[src/rtl/trx_ctl_pkg.sv]
package trx_ctl_pkg;
  typedef enum logic [1:0] {
    PH_IDLE  = 2'd0,
    PH_PEND  = 2'd1,
    PH_START = 2'd2,
    PH_BITS  = 2'd3
  } phase_e;

  localparam logic [3:0] IDX_CTRL = 4'h0;
  localparam logic [3:0] IDX_RATE = 4'h1;
  localparam logic [3:0] IDX_PWR  = 4'h2;
  localparam logic [3:0] IDX_EXT  = 4'hF;
  localparam logic [2:0] END_PAT  = 3'b100;
endpackage

[src/rtl/trx_ctl_sync.sv]
module trx_ctl_sync #(
  parameter int STAGES = 2
) (
  input  logic clk,
  input  logic rst_n,
  input  logic sclk_i,
  input  logic swd_i,
  output logic sclk_rise,
  output logic swd_s
);
  logic [STAGES-1:0] ck_q;
  logic [STAGES-1:0] wd_q;
  logic              ck_prev_q;

  genvar g;
  generate
    for (g = 0; g < STAGES; g++) begin : g_stage
      if (g == 0) begin : g_first
        always_ff @(posedge clk or negedge rst_n) begin
          if (!rst_n) begin
            ck_q[0] <= 1'b0;
            wd_q[0] <= 1'b0;
          end else begin
            ck_q[0] <= sclk_i;
            wd_q[0] <= swd_i;
          end
        end
      end else begin : g_next
        always_ff @(posedge clk or negedge rst_n) begin
          if (!rst_n) begin
            ck_q[g] <= 1'b0;
            wd_q[g] <= 1'b0;
          end else begin
            ck_q[g] <= ck_q[g-1];
            wd_q[g] <= wd_q[g-1];
          end
        end
      end
    end
  endgenerate

  always_ff @(posedge clk or negedge rst_n) begin
    if (!rst_n) ck_prev_q <= 1'b0;
    else        ck_prev_q <= ck_q[STAGES-1];
  end

  assign sclk_rise = ck_q[STAGES-1] & ~ck_prev_q;
  assign swd_s     = wd_q[STAGES-1];
endmodule

[src/rtl/trx_ctl_regs.sv]
module trx_ctl_regs #(
  parameter logic [7:0] MFR_ID  = 8'h01,
  parameter logic [7:0] PROD_ID = 8'h41
) (
  input  logic       clk,
  input  logic       rst_n,
  input  logic       wr_stb,
  input  logic [3:0] idx,
  input  logic [7:0] eidx,
  input  logic [7:0] wr_data,
  output logic [7:0] rd_data,
  output logic       norm_mode,
  output logic       rx_en,
  output logic       tx_en,
  output logic       mir_mode,
  output logic [1:0] pwr_lvl
);
  import trx_ctl_pkg::*;

  logic [2:0] ctrl_q, ctrl_d;
  logic       rate_q, rate_d;
  logic [1:0] pwr_q,  pwr_d;
  logic       ctrl_en, rate_en, pwr_en;

  always_comb begin
    ctrl_en = wr_stb && (idx == IDX_CTRL);
    rate_en = wr_stb && (idx == IDX_RATE);
    pwr_en  = wr_stb && (idx == IDX_PWR);
    ctrl_d  = wr_data[2:0];
    rate_d  = wr_data[0];
    pwr_d   = wr_data[7:6];
  end

  always_ff @(posedge clk or negedge rst_n) begin
    if (!rst_n) begin
      ctrl_q <= 3'b000;
      rate_q <= 1'b0;
      pwr_q  <= 2'b11;
    end else begin
      if (ctrl_en) ctrl_q <= ctrl_d;
      if (rate_en) rate_q <= rate_d;
      if (pwr_en)  pwr_q  <= pwr_d;
    end
  end

  always_comb begin
    rd_data = 8'h00;
    unique case (idx)
      IDX_CTRL: rd_data = {5'b0, ctrl_q};
      IDX_RATE: rd_data = {7'b0, rate_q};
      IDX_PWR:  rd_data = {pwr_q, 6'b0};
      IDX_EXT: begin
        if (eidx == 8'h00)      rd_data = MFR_ID;
        else if (eidx == 8'h01) rd_data = PROD_ID;
        else                    rd_data = 8'h00;
      end
      default:  rd_data = 8'h00;
    endcase
  end

  assign norm_mode = ctrl_q[0];
  assign rx_en     = ctrl_q[1];
  assign tx_en     = ctrl_q[2];
  assign mir_mode  = rate_q;
  assign pwr_lvl   = pwr_q;
endmodule

[src/rtl/trx_ctl_frame.sv]
module trx_ctl_frame #(
  parameter logic [2:0] DEV_ADDR = 3'b000
) (
  input  logic       clk,
  input  logic       rst_n,
  input  logic       rise,
  input  logic       swd,
  input  logic [7:0] rd_data,
  output logic       wr_stb,
  output logic [3:0] idx,
  output logic [7:0] eidx,
  output logic [7:0] wr_data,
  output logic       led_dis,
  output logic       rx_gate,
  output logic       srd,
  output logic       srd_oe
);
  import trx_ctl_pkg::*;

  phase_e     ph_q, ph_d;
  logic [1:0] byte_q, byte_d;
  logic [2:0] bit_q, bit_d;
  logic [7:0] sh_q, sh_d;
  logic [7:0] cmd_q, cmd_d;
  logic [7:0] eidx_q, eidx_d;
  logic       resp_q, resp_d;
  logic [2:0] hist_q, hist_d;
  logic       srd_q, srd_d;
  logic       oe_q, oe_d;
  logic [7:0] byte_val;
  logic       addr_ok;
  logic       is_ext;
  logic       is_wr;

  always_comb begin
    ph_d     = ph_q;
    byte_d   = byte_q;
    bit_d    = bit_q;
    sh_d     = sh_q;
    cmd_d    = cmd_q;
    eidx_d   = eidx_q;
    resp_d   = resp_q;
    hist_d   = hist_q;
    srd_d    = srd_q;
    oe_d     = oe_q;
    wr_stb   = 1'b0;
    wr_data  = 8'h00;
    byte_val = {swd, sh_q[7:1]};
    addr_ok  = (cmd_q[7:5] == DEV_ADDR);
    is_ext   = (cmd_q[4:1] == IDX_EXT);
    is_wr    = cmd_q[0];
    if (rise) begin
      unique case (ph_q)
        PH_IDLE: ph_d = PH_PEND;
        PH_PEND: begin
          ph_d   = PH_BITS;
          byte_d = 2'd0;
          bit_d  = 3'd0;
        end
        PH_START: begin
          ph_d  = PH_BITS;
          bit_d = 3'd0;
          if (resp_q) hist_d = {hist_q[1:0], swd};
        end
        PH_BITS: begin
          if (resp_q) begin
            hist_d = {hist_q[1:0], swd};
            srd_d  = rd_data[bit_q];
            oe_d   = addr_ok;
            if (bit_q != 3'd7) bit_d = bit_q + 3'd1;
            if (hist_d == END_PAT) begin
              ph_d   = PH_IDLE;
              resp_d = 1'b0;
              oe_d   = 1'b0;
            end
          end else begin
            sh_d = byte_val;
            if (bit_q != 3'd7) begin
              bit_d = bit_q + 3'd1;
            end else begin
              ph_d = PH_START;
              unique case (byte_q)
                2'd0: begin
                  cmd_d  = byte_val;
                  byte_d = 2'd1;
                  if (!byte_val[0] && (byte_val[4:1] != IDX_EXT)) begin
                    resp_d = 1'b1;
                    hist_d = 3'b000;
                  end
                end
                2'd1: begin
                  byte_d = 2'd2;
                  if (is_ext) begin
                    eidx_d = byte_val;
                    if (!is_wr) begin
                      resp_d = 1'b1;
                      hist_d = 3'b000;
                    end
                  end else begin
                    ph_d    = PH_IDLE;
                    wr_stb  = addr_ok;
                    wr_data = byte_val;
                  end
                end
                default: begin
                  ph_d    = PH_IDLE;
                  wr_stb  = addr_ok && is_wr;
                  wr_data = byte_val;
                end
              endcase
            end
          end
        end
        default: ph_d = PH_IDLE;
      endcase
    end
  end

  always_ff @(posedge clk or negedge rst_n) begin
    if (!rst_n) begin
      ph_q   <= PH_IDLE;
      byte_q <= 2'd0;
      bit_q  <= 3'd0;
      sh_q   <= 8'h00;
      cmd_q  <= 8'h00;
      eidx_q <= 8'h00;
      resp_q <= 1'b0;
      hist_q <= 3'b000;
      srd_q  <= 1'b1;
      oe_q   <= 1'b0;
    end else begin
      ph_q   <= ph_d;
      byte_q <= byte_d;
      bit_q  <= bit_d;
      sh_q   <= sh_d;
      cmd_q  <= cmd_d;
      eidx_q <= eidx_d;
      resp_q <= resp_d;
      hist_q <= hist_d;
      srd_q  <= srd_d;
      oe_q   <= oe_d;
    end
  end

  assign idx     = cmd_q[4:1];
  assign eidx    = eidx_q;
  assign led_dis = (ph_q != PH_IDLE);
  assign rx_gate = resp_q;
  assign srd     = srd_q;
  assign srd_oe  = oe_q;
endmodule

[src/rtl/trx_ctl_slave.sv]
module trx_ctl_slave #(
  parameter int         SYNC_STAGES = 2,
  parameter logic [2:0] DEV_ADDR    = 3'b000,
  parameter logic [7:0] MFR_ID      = 8'h01,
  parameter logic [7:0] PROD_ID     = 8'h41
) (
  input  logic       clk,
  input  logic       rst_n,
  input  logic       sclk_i,
  input  logic       swd_i,
  output logic       srd_o,
  output logic       srd_oe_o,
  output logic       led_dis_o,
  output logic       rx_gate_o,
  output logic       norm_mode_o,
  output logic       rx_en_o,
  output logic       tx_en_o,
  output logic       mir_mode_o,
  output logic [1:0] pwr_lvl_o
);
  logic       rst_a_q, rst_b_q;
  logic       sclk_rise, swd_s;
  logic       wr_stb;
  logic [3:0] idx;
  logic [7:0] eidx, wr_data, rd_data;

  always_ff @(posedge clk or negedge rst_n) begin
    if (!rst_n) begin
      rst_a_q <= 1'b0;
      rst_b_q <= 1'b0;
    end else begin
      rst_a_q <= 1'b1;
      rst_b_q <= rst_a_q;
    end
  end

  trx_ctl_sync #(.STAGES(SYNC_STAGES)) u_sync (
    .clk(clk), .rst_n(rst_b_q), .sclk_i(sclk_i), .swd_i(swd_i),
    .sclk_rise(sclk_rise), .swd_s(swd_s)
  );

  trx_ctl_frame #(.DEV_ADDR(DEV_ADDR)) u_frame (
    .clk(clk), .rst_n(rst_b_q), .rise(sclk_rise), .swd(swd_s),
    .rd_data(rd_data), .wr_stb(wr_stb), .idx(idx), .eidx(eidx),
    .wr_data(wr_data), .led_dis(led_dis_o), .rx_gate(rx_gate_o),
    .srd(srd_o), .srd_oe(srd_oe_o)
  );

  trx_ctl_regs #(.MFR_ID(MFR_ID), .PROD_ID(PROD_ID)) u_regs (
    .clk(clk), .rst_n(rst_b_q), .wr_stb(wr_stb), .idx(idx), .eidx(eidx),
    .wr_data(wr_data), .rd_data(rd_data), .norm_mode(norm_mode_o),
    .rx_en(rx_en_o), .tx_en(tx_en_o), .mir_mode(mir_mode_o),
    .pwr_lvl(pwr_lvl_o)
  );
endmodule

[config.mk]
export PLATFORM = sky130hd
export DESIGN_NAME = trx_ctl_slave
export DESIGN_NICKNAME = d
export VERILOG_FILES = /design/src/rtl/trx_ctl_pkg.sv /design/src/rtl/trx_ctl_sync.sv /design/src/rtl/trx_ctl_regs.sv /design/src/rtl/trx_ctl_frame.sv /design/src/rtl/trx_ctl_slave.sv
export SDC_FILE = /design/constraint.sdc
export NUM_CORES = 1
export LEC_CHECK = 0
export ABC_AREA = 0
export BUFFER_PORTS_ARGS = -buffer_cell sky130_fd_sc_hd__buf_2
export CORE_MARGIN = 5
export CORE_UTILIZATION = 40
export CTS_CLUSTER_DIAMETER = 60
export CTS_CLUSTER_SIZE = 40
export DETAILED_ROUTE_END_ITERATION = 6
export GPL_ROUTABILITY_DRIVEN = 0
export HOLD_SLACK_MARGIN = 0.05
export PLACE_DENSITY = 0.59
export SYNTH_ARGS = -nofsm -noshare
export SYNTH_HDL_FRONTEND = slang
export SYNTH_SLANG_ARGS = --single-unit
[constraint.sdc]
create_clock -name clk -period 1.4 [get_ports clk]
set_input_delay 0.07 -clock clk [delete_from_list [all_inputs] [get_ports clk]]
set_output_delay 0.07 -clock clk [all_outputs]
set_load 0.03 [all_outputs]
Word-level counts from Yosys, hierarchy flattened
Index checks and enable logic that the tools add are counted.
{"block": "op_classes", "n_addsub": 1, "order_cmp": 1, "eq_ne": 22, "mux": 45, "bitwise": 4, "n_reduce_logical": 25}
{"operator": "$mux 8", "count": 6}
{"operator": "$pmux 8 s4", "count": 1}
{"operator": "$mux 2", "count": 12}
{"operator": "$pmux 2 s2", "count": 5}
{"operator": "$pmux 8 s2", "count": 1}
{"operator": "$mux 1", "count": 13}
{"operator": "$ne 4x2->1 const B", "count": 3}
{"operator": "$reduce_and 3->1", "count": 4}
{"operator": "$reduce_and 5->1", "count": 2}
{"operator": "$eq 8x1->1 const B", "count": 1}
{"operator": "$logic_not 8->1", "count": 1}
{"operator": "$ne 4x4->1 const B", "count": 2}
{"operator": "$reduce_and 8->1", "count": 1}
{"operator": "$reduce_bool 2->1", "count": 4}
{"operator": "$mux 7", "count": 1}
{"operator": "$ne 3x2->1 const B", "count": 2}
{"operator": "$ne 3x3->1 const B", "count": 2}
{"operator": "$pmux 2 s3", "count": 1}
{"operator": "$pmux 3 s2", "count": 1}
{"operator": "$reduce_and 6->1", "count": 1}
{"operator": "$logic_and 1x1->1", "count": 5}
{"operator": "$eq 2x1->1 const B", "count": 2}
{"operator": "$eq 2x2->1 const B", "count": 2}
{"operator": "$eq 4x1->1 const B", "count": 1}
{"operator": "18 further kinds", "count": 24}
{"block": "word_totals", "reg_bits": 49, "input_bits": 4, "out_inout_bits": 10, "wordCells": 118}

Depth between registers and ports, before layout
Gate-level depths: netlist of run 1.
{"block": "logic_depth", "word_depth": 8, "ltp_mapped": 6, "mapped_depth_nobuf": 6}

By module
A second synthesis of run 1 with hierarchy kept.
{"block": "unflattened", "cells_unflattened": 196, "area_unflattened_um2": 2432.3}
{"mod": "trx_ctl_frame", "n_inst": 1, "cells_per_inst": 152, "area_each_um2": 1846.8, "seq_area_each_um2": 877.1}
{"mod": "trx_ctl_regs", "n_inst": 1, "cells_per_inst": 35, "area_each_um2": 392.9, "seq_area_each_um2": 152.6}
{"mod": "trx_ctl_sync", "n_inst": 1, "cells_per_inst": 6, "area_each_um2": 138.9, "seq_area_each_um2": 125.1}
{"mod": "trx_ctl_slave", "n_inst": 1, "cells_per_inst": 3, "area_each_um2": 53.8, "seq_area_each_um2": 50.0}

Worst setup path before layout of run 1
No wires, ideal clock.
{"block": "synth_timing", "path_kind": "reg2reg", "start": "register u_frame.resp_q (netlist: u_frame.rx_gate)", "end": "register u_frame.eidx_q[0] (netlist: u_frame.eidx[0])", "t_arrival_ns": 1.903, "t_required_ns": 1.275, "slack_ns": -0.628, "path_stages_with_launch": 6, "path_buffers": 1, "path_cell_list": "dfrtp_1 and4bb_2 nand2_1 or4_1 buf_6 mux2_4"}
{"block": "synth_via", "elab_chain_cells": 2}
{"element": "start, declared", "line_no": "trx_ctl_frame.sv:26", "rtl": "logic resp_q, resp_d;"}
{"element": "start signal, assigned", "line_no": "trx_ctl_frame.sv:138", "rtl": "resp_q <= resp_d;"}
{"element": "$not 1->1 (no source line)"}
{"element": "$reduce_and 6->1 (no source line)"}
{"element": "end signal, assigned", "line_no": "trx_ctl_frame.sv:137", "rtl": "eidx_q <= eidx_d;"}
{"element": "end, declared", "line_no": "trx_ctl_frame.sv:25", "rtl": "logic [7:0] eidx_q, eidx_d;"}
No other way between the ends.
A chain may end at the register's enable or synchronous reset.

Worst setup path in the final report of run 1
{"block": "layout_timing", "start": "register u_frame.ph_q[1]", "end": "register u_frame.eidx_q[5] (netlist: u_frame.eidx[5])"}
{"block": "layout_via", "elab_chain_cells": 2}
{"element": "start, declared", "line_no": "trx_ctl_frame.sv:20", "rtl": "phase_e ph_q, ph_d;"}
{"element": "start signal, assigned", "line_no": "trx_ctl_frame.sv:132", "rtl": "ph_q <= ph_d;"}
{"element": "$eq 2x2->1", "line_no": "trx_ctl_frame.sv:53", "rtl": "unique case (ph_q)"}
{"element": "$reduce_and 6->1 (no source line)"}
No other way between the ends.

==> results of run 1 <==
cells by family after synthesis:
group / count (synthesis)
muxes: 32
other: 1
and+or+nand+nor: 58
DFF: 48
buffers and inverters: 19
AOI/OAI and AO/OA: 34
adders and majority gates: 7
final cells by class:
type / count / area share
clock buffer: 6 / 0.02390
sequential: 48 / 0.3495
multi-input combinational: 132 / 0.3763
clock inverter: 2 / 0.01123
inverter: 13 / 0.01485
tap: 72 / 0.02608
timing repair buffer: 84 / 0.1981
cells in the final DEF, fill, tap and decap left out, drive strengths merged, types with 2 or more instances in the layout:
cell type	n
ha	7
a21oi	10
nor2	10
dfrtp	45
o21ai	6
buf	80
nand4	2
o221ai	2
dlygate4sd3	3
nand2b	4
a211oi	4
nor2b	2
and3	3
nor3	6
inv	13
mux2i	5
or3	2
nand2	11
clkbuf	7
mux2	27
or4	3
nand3	4
o31ai	3
nor3b	3
dfstp	3
per-stage QoR:
| stage | instances | hold WS (ns) | setup slack [ns] | power [mW] | instance area, µm² |
|---|---|---|---|---|---|
| 2_1_floorplan | 199 | -0.2256 | -0.5526 | 2.450 | 2370 |
| 3_3_place_gp | 332 | -0.1443 | -0.5159 | 3.095 | 2899 |
| 3_5_place_dp | 332 | -0.1413 | -0.5462 | 3.118 | 2899 |
| 4_1_cts | 347 | 0.05302 | -0.5079 | 4.444 | 3283 |
| 5_1_grt | 357 | 0.07493 | -0.5472 | 4.971 | 3455 |
| 6_report | 357 | 0.06348 | -0.4938 | 4.690 | 3455 |
routing by layer:
layer / vias to the layer above / global-route usage / share of wire
met3: 10 / 0.03170 / 0.027
met1: 911 / 0.2274 / 0.47
met4: 0 / 0.04604 / 0.018
li1: 896 / - / -
met2: 22 / 0.2635 / 0.48
met5: - / 0 / 0
state kept, by name, indices dropped and copies added, names as in the netlist, 2 cells and up:
register	cells
u_frame.sh_q	7
u_frame.hist_q	2
u_sync.ck_q	2
u_frame.eidx	8
u_frame.bit_q	3
u_frame.byte_q	2
u_frame.ph_q	2
u_frame.cmd_q	8
u_regs.pwr_lvl	2
u_regs.ctrl_q	3
where the power goes:
part	total (mW)	switching [mW]	internal (mW)
registers	1.74	0.159	1.59
logic	1.88	0.901	0.979
clock network	1.06	0.481	0.584
total	4.69	1.54	3.15
critical path, delay by kind of cell (launching register included):
| kind | cells | cell delay [ns] |
|---|---|---|
| and+or+nand+nor | 3 | 0.91 |
| DFF | 1 | 0.36 |
| muxes | 1 | 0.33 |
| adders and majority gates | 1 | 0.18 |
worst paths after layout:
kind                                        startpoint  cells after the start  slack (ns)                          end
min in group clk                     rst_a_q$_DFF_PN0_                      0        0.36            rst_b_q$_DFF_PN0_
setup / recovery           u_frame.ph_q[1]$_DFFE_PN0P_                      5       -0.49  u_frame.eidx[5]$_DFFE_PN0P_
max in group asynchronous            rst_b_q$_DFF_PN0_                      1        0.70      u_frame.srd$_DFFE_PN1P_
setup reg to reg           u_frame.ph_q[1]$_DFFE_PN0P_                      5       -0.49  u_frame.eidx[5]$_DFFE_PN0P_
hold / removal                                   rst_n                      2        0.06            rst_b_q$_DFF_PN0_
hold reg to reg                      rst_b_q$_DFF_PN0_                      0        0.16     u_sync.ck_q[0]$_DFF_PN0_
repair_timing:
action | CTS | global route
hold buffers | 3 | 0
setup endpoints to repair | 42 | 42
pin swaps | 13 | 12
endpoints found under the hold margin | 4 | 0
resized for setup | 46 | 19
buffers inserted | 7 | 9
cloned | 0 | 2
==> summary.txt, run 1 <==
Clock tree
  • # clock sinks: 48
  • Longest Clk Path Bufs: 2
  • CTS tree: built
  • H-tree levels: 2
  • Num CTS Buffers: 5
  • Worst-Skew Late Latency: 0.30 ns
  • Root Driver: clkbuf_8
  • Worst-path clk slew: around 0.090 ns

Finish
  • Area of the multi-input gates: 1300 µm²
  • Register Area: 1207 µm²
  • Fraction of layout cells with a size suffix above 1: 0.5509
  • Area grow syn2layout: 49.65%
  • Antenna diode count: 0
  • Final nets: 295
  • Fillers: 431
  • Post-layout util: 0.6198

GRT
  • Total track usage: 0.1649
  • Vias in the first global route: 1,885
  • Largest net degree at the start of global routing: 16
  • Remaining global-route overflow: 0
  • First-pass GRT wire length: 9480 µm
  • Initial antenna violation count: 0

Setup path
  • CP max stage cell: or4_4
  • Crit Path Category: reg -> reg
  • Req. time, crit path: 1.59 ns
  • CP Data Arrival Time: between 2 and 2.5 ns
  • Worst Setup Start Kind: register
  • CP Capture Type: register
  • Cells along the critical path: ha_2, and4bb_2, nand2_2, or4_4, mux2_4
  • CP max FO: 8
  • Slowest stage delay, CP: 0.59 ns

STA
  • Slew headroom: 0.5143
  • Setup slack after layout: -0.4938 ns
  • Final Skew: 0.005529 ns
  • Slew Limit Fails: 0
  • Final Hold Viols: 0
  • RSZ-0062 raised after global routing: true
  • Final setup viols: 40
  • Total negative slack: -11.86 ns
  • Least-Margin Pin Slew: 0.7187 ns
  • Max frequency: about 530 MHz
  • Final period utilization: 1.353
  • Tmin final: 1.894 ns

Synthesis
  • Synth async-reset ratio: 1.000
  • Synth unique cells: 43
  • EDFF count, synth: 0
  • Most frequent cells after synthesis: dfrtp_1 (45), mux2_2 (19), inv_1 (13)
  • Synth Register Bits: 48
  • Synth Area in Simple Gates: 0.1420
  • Synth Area in Compound Gates: 0.09593
  • Mux share of post-synthesis cell area: 0.1664
  • Area contributors post-synth: dfrtp_1 (49%), mux2_2 (9.3%), mux2_4 (5.2%)
  • Post-synth top flop: dfrtp_1
  • Yosys top cell area share: 0.4878
  • Post-synthesis sequential area ratio: 0.5220
  • Ys Warns: 0
  • Post-synthesis xor/xnor area fraction: 0
  • Synth Cell Area: 2308 µm²
  • Syn nets: 210
  • Cell taking the most area after synthesis: dfrtp_1
  • Adder-Cell Fraction of Synth Area: 0.03794
  • Combinational family with the most area after synthesis: multiplexers
  • Mapped Cells: 199
  • Syn_area_per_cell: between 10 and 15 µm²
  • Dominant cell by count in the synthesized netlist: dfrtp_1

Pwr
  • Total leakage power: 1.645 nW
  • VDD IR max: 776.5 µV
  • Pwr dens: about 1400 nW/µm²

Routing
  • Routed vias/inst: 5.151
  • DR iter-0 viols: 66
  • Vias: ~1,800
  • Drt pass-1 iters: 4
  • WL per Instance: ~16 µm
  • Antenna Nets Post-Route: 0
  • Final WL: between 5000 and 6000 µm
  • DR DRC count: 0

Floorplan
  • Die area: approximately 7400 µm²
  • Die X: 85.97 µm
  • Rows: 27
  • DIE HEIGHT: 85.97 µm
  • Top Ports: 14
  • Starting density of the core: 0.4141
  • Core ar.: 5574 µm²

Placement
  • DP HPWL: 3817 µm
  • PortBufs: 13

Run status
  • Outcome: complete, but fails checks
  • Failing checks: negative setup slack

Min path
  • HP Class: in -> async

Job
  • Max Cap Violations: 0
Power figures use the tool's default switching activity.
==> inputs of run 2 (changes only) <==
- CORE_ASPECT_RATIO: default -> 2
==> summary.txt, run 2 (synthesis gave the netlist of run 1 again) <==
Setup path
  • Slowest stage delay, CP: 0.59 ns (about the same)
  • WP buf/inv: 0 (unchanged)
  • CP Data Arrival Time: 2.10 ns (+0.02 ns)
  • CP max stage cell: or4_4
  • CP Capture Type: register
  • Req. time, crit path: 1.57 ns (-0.02 ns)
  • Worst Setup Start Kind: register
  • Cells along the critical path: ha_2, and4bb_2, nand2_2, or4_4, mux2_4
  • Worst Setup SP: u_frame.ph_q[1]$_DFFE_PN0P_
  • Crit Path Category: reg -> reg
  • R2R Path Start: u_frame.ph_q[1]$_DFFE_PN0P_
  • Delay-heaviest family, CP: simple AND/OR/NAND/NOR gates
  • CP max FO: 8 (unchanged)

Job
  • Max Cap Violations: 0 (unchanged)

Pwr
  • Total power: 5.092 mW (+8.6%)
  • VDD IR max: 1226 µV (+58%)
  • Total leakage power: 1.670 nW (+1.5%)
  • Pwr dens: 1439 nW/µm² (+6.0%)

Floorplan
  • Die X: 63.72 µm (-26%)
  • DIE HEIGHT: 117.4 µm (+37%)
  • Rows: 39 (+44%)
  • Core ar.: 5660 µm² (+1.5%)
  • Die area: 7482 µm² (+1.2%)
  • Top Ports: 14 (unchanged)
  • Starting density of the core: 0.4078 (-0.006316)

Clock tree
  • Root Driver: clkbuf_16
  • Worst-Skew Late Latency: 0.29 ns (about the same)
  • CTS tree: built
  • # clock sinks: 48 (unchanged)
  • H-tree levels: 2 (unchanged)
  • Longest Clk Path Bufs: 2 (unchanged)
  • Worst-path clk slew: 0.07 ns (-0.02 ns)
  • Num CTS Buffers: 5 (unchanged)

STA
  • Final Skew: 0.007820 ns (+0.002292 ns)
  • Tmin final: 1.922 ns (+0.02830 ns)
  • Final setup viols: 42 (+5.0%)
  • Slew Limit Fails: 0 (unchanged)
  • Final period utilization: 1.373 (+0.02021)
  • Setup slack after layout: -0.5221 ns (-0.02830 ns)
  • Final Hold Viols: 0 (unchanged)
  • Max frequency: 520.3 MHz (-1.5%)
  • RSZ-0062 raised after global routing: true

Routing
  • Final WL: 6273 µm (+8.4%)
  • DR DRC count: 0 (unchanged)
  • WL per Instance: 18.18 µm (+12%)
  • Drt pass-1 iters: 4 (unchanged)
  • Routed vias/inst: 5.475 (+6.3%)
  • Vias: 1,889 (+2.7%)
  • Antenna Nets Post-Route: 0 (unchanged)
  • DR iter-0 viols: 50 (-24%)

GRT
  • Largest net degree at the start of global routing: 37 (+21)
  • Vias in the first global route: 1,871 (-0.74%)
  • Total track usage: 0.1645 (-0.0003942)
  • First-pass GRT wire length: 9446 µm (-0.36%)
  • Initial antenna violation count: 0 (unchanged)
  • Remaining global-route overflow: 0 (unchanged)

Placement
  • DP HPWL: 4242 µm (+11%)
  • Dpl ws: -0.5142 ns (+0.03205 ns)
  • PortBufs: 13 (unchanged)

Finish
  • Most frequent cells in the layout: buf_4 (52), dfrtp_1 (43), mux2_4 (14)
  • Fraction of layout cells with a size suffix above 1: 0.5810 (+0.03011)
  • Antenna diode count: 0 (unchanged)
  • Area grow syn2layout: 53.33%
  • Final nets: 294 (-0.34%)
  • Commonest non-fill, non-tap cell in the layout: buf_4

Min path
  • HP Class: in -> async

Run status
  • Failing checks: negative setup slack
  • Outcome: complete, but fails checks
## run 2: path summary, 6_finish.rpt
path | end | slack (ns) | depth (start not counted)
worst min register to register | u_frame.cmd_q[7]$_DFFE_PN0P_ | 0.13 | 0
worst max-delay path | u_frame.eidx[1]$_DFFE_PN0P_ | -0.52 | 5
min in group clk | u_sync.swd_s$_DFF_PN0_ | 0.36 | 0
max in group asynchronous | u_frame.srd$_DFFE_PN1P_ | 0.71 | 1
worst max register to register | u_frame.eidx[1]$_DFFE_PN0P_ | -0.52 | 5
worst min-delay path | rst_a_q$_DFF_PN0_ | 0.09 | 2
## run 2: cell type report
cell class	count	area, µm²
clock inverter	2	38.79
multi-input combinational	132	1341
timing repair buffer	83	685.7
sequential	48	1207
clock buffer	6	138.9
fill	439	2121
inverter	13	51.30
tap	61	76.32
## run 2: repair_timing
action                                  CTS  global route
endpoints found under the hold margin     4             0
cloned                                    0             0
endpoints found under the setup margin   41            42
setup buffers                            10            15
pin swaps                                16            22
gates resized for setup                  50            33
hold buffers                              3             0
## run 2: routing by layer
metal,wire length (µm),vias to the layer above,GRT usage
li1,-,887,-
met1,2271,957,0.1697
met2,3570,28,0.2926
met3,131,17,0.03728
met4,300,0,0.09363
met5,0,-,0
## run 2: through the flow
stage          setup TNS [ns]    util  instance area [µm²]  hold WS [ns]  std cells
6_report               -13.24  0.6253                 3540       0.08944        345
5_1_grt                -15.59  0.6253                 3540        0.1079        345
4_1_cts                -11.98  0.5917                 3349       0.08213        337
3_5_place_dp           -11.71  0.5080                 2875       -0.1427        318
3_3_place_gp           -11.07  0.5080                 2875       -0.1449        318
2_1_floorplan          -10.93       -                 2370       -0.2256        199
## run 2: report_power, final
| group | switching [mW] | leakage, nW | internal (mW) | total [mW] |
|---|---|---|---|---|
| Combinational | 0.962 | 0.956 | 0.961 | 1.92 |
| Sequential | 0.177 | 0.627 | 1.59 | 1.76 |
| Clock | 0.510 | 0.0871 | 0.894 | 1.40 |
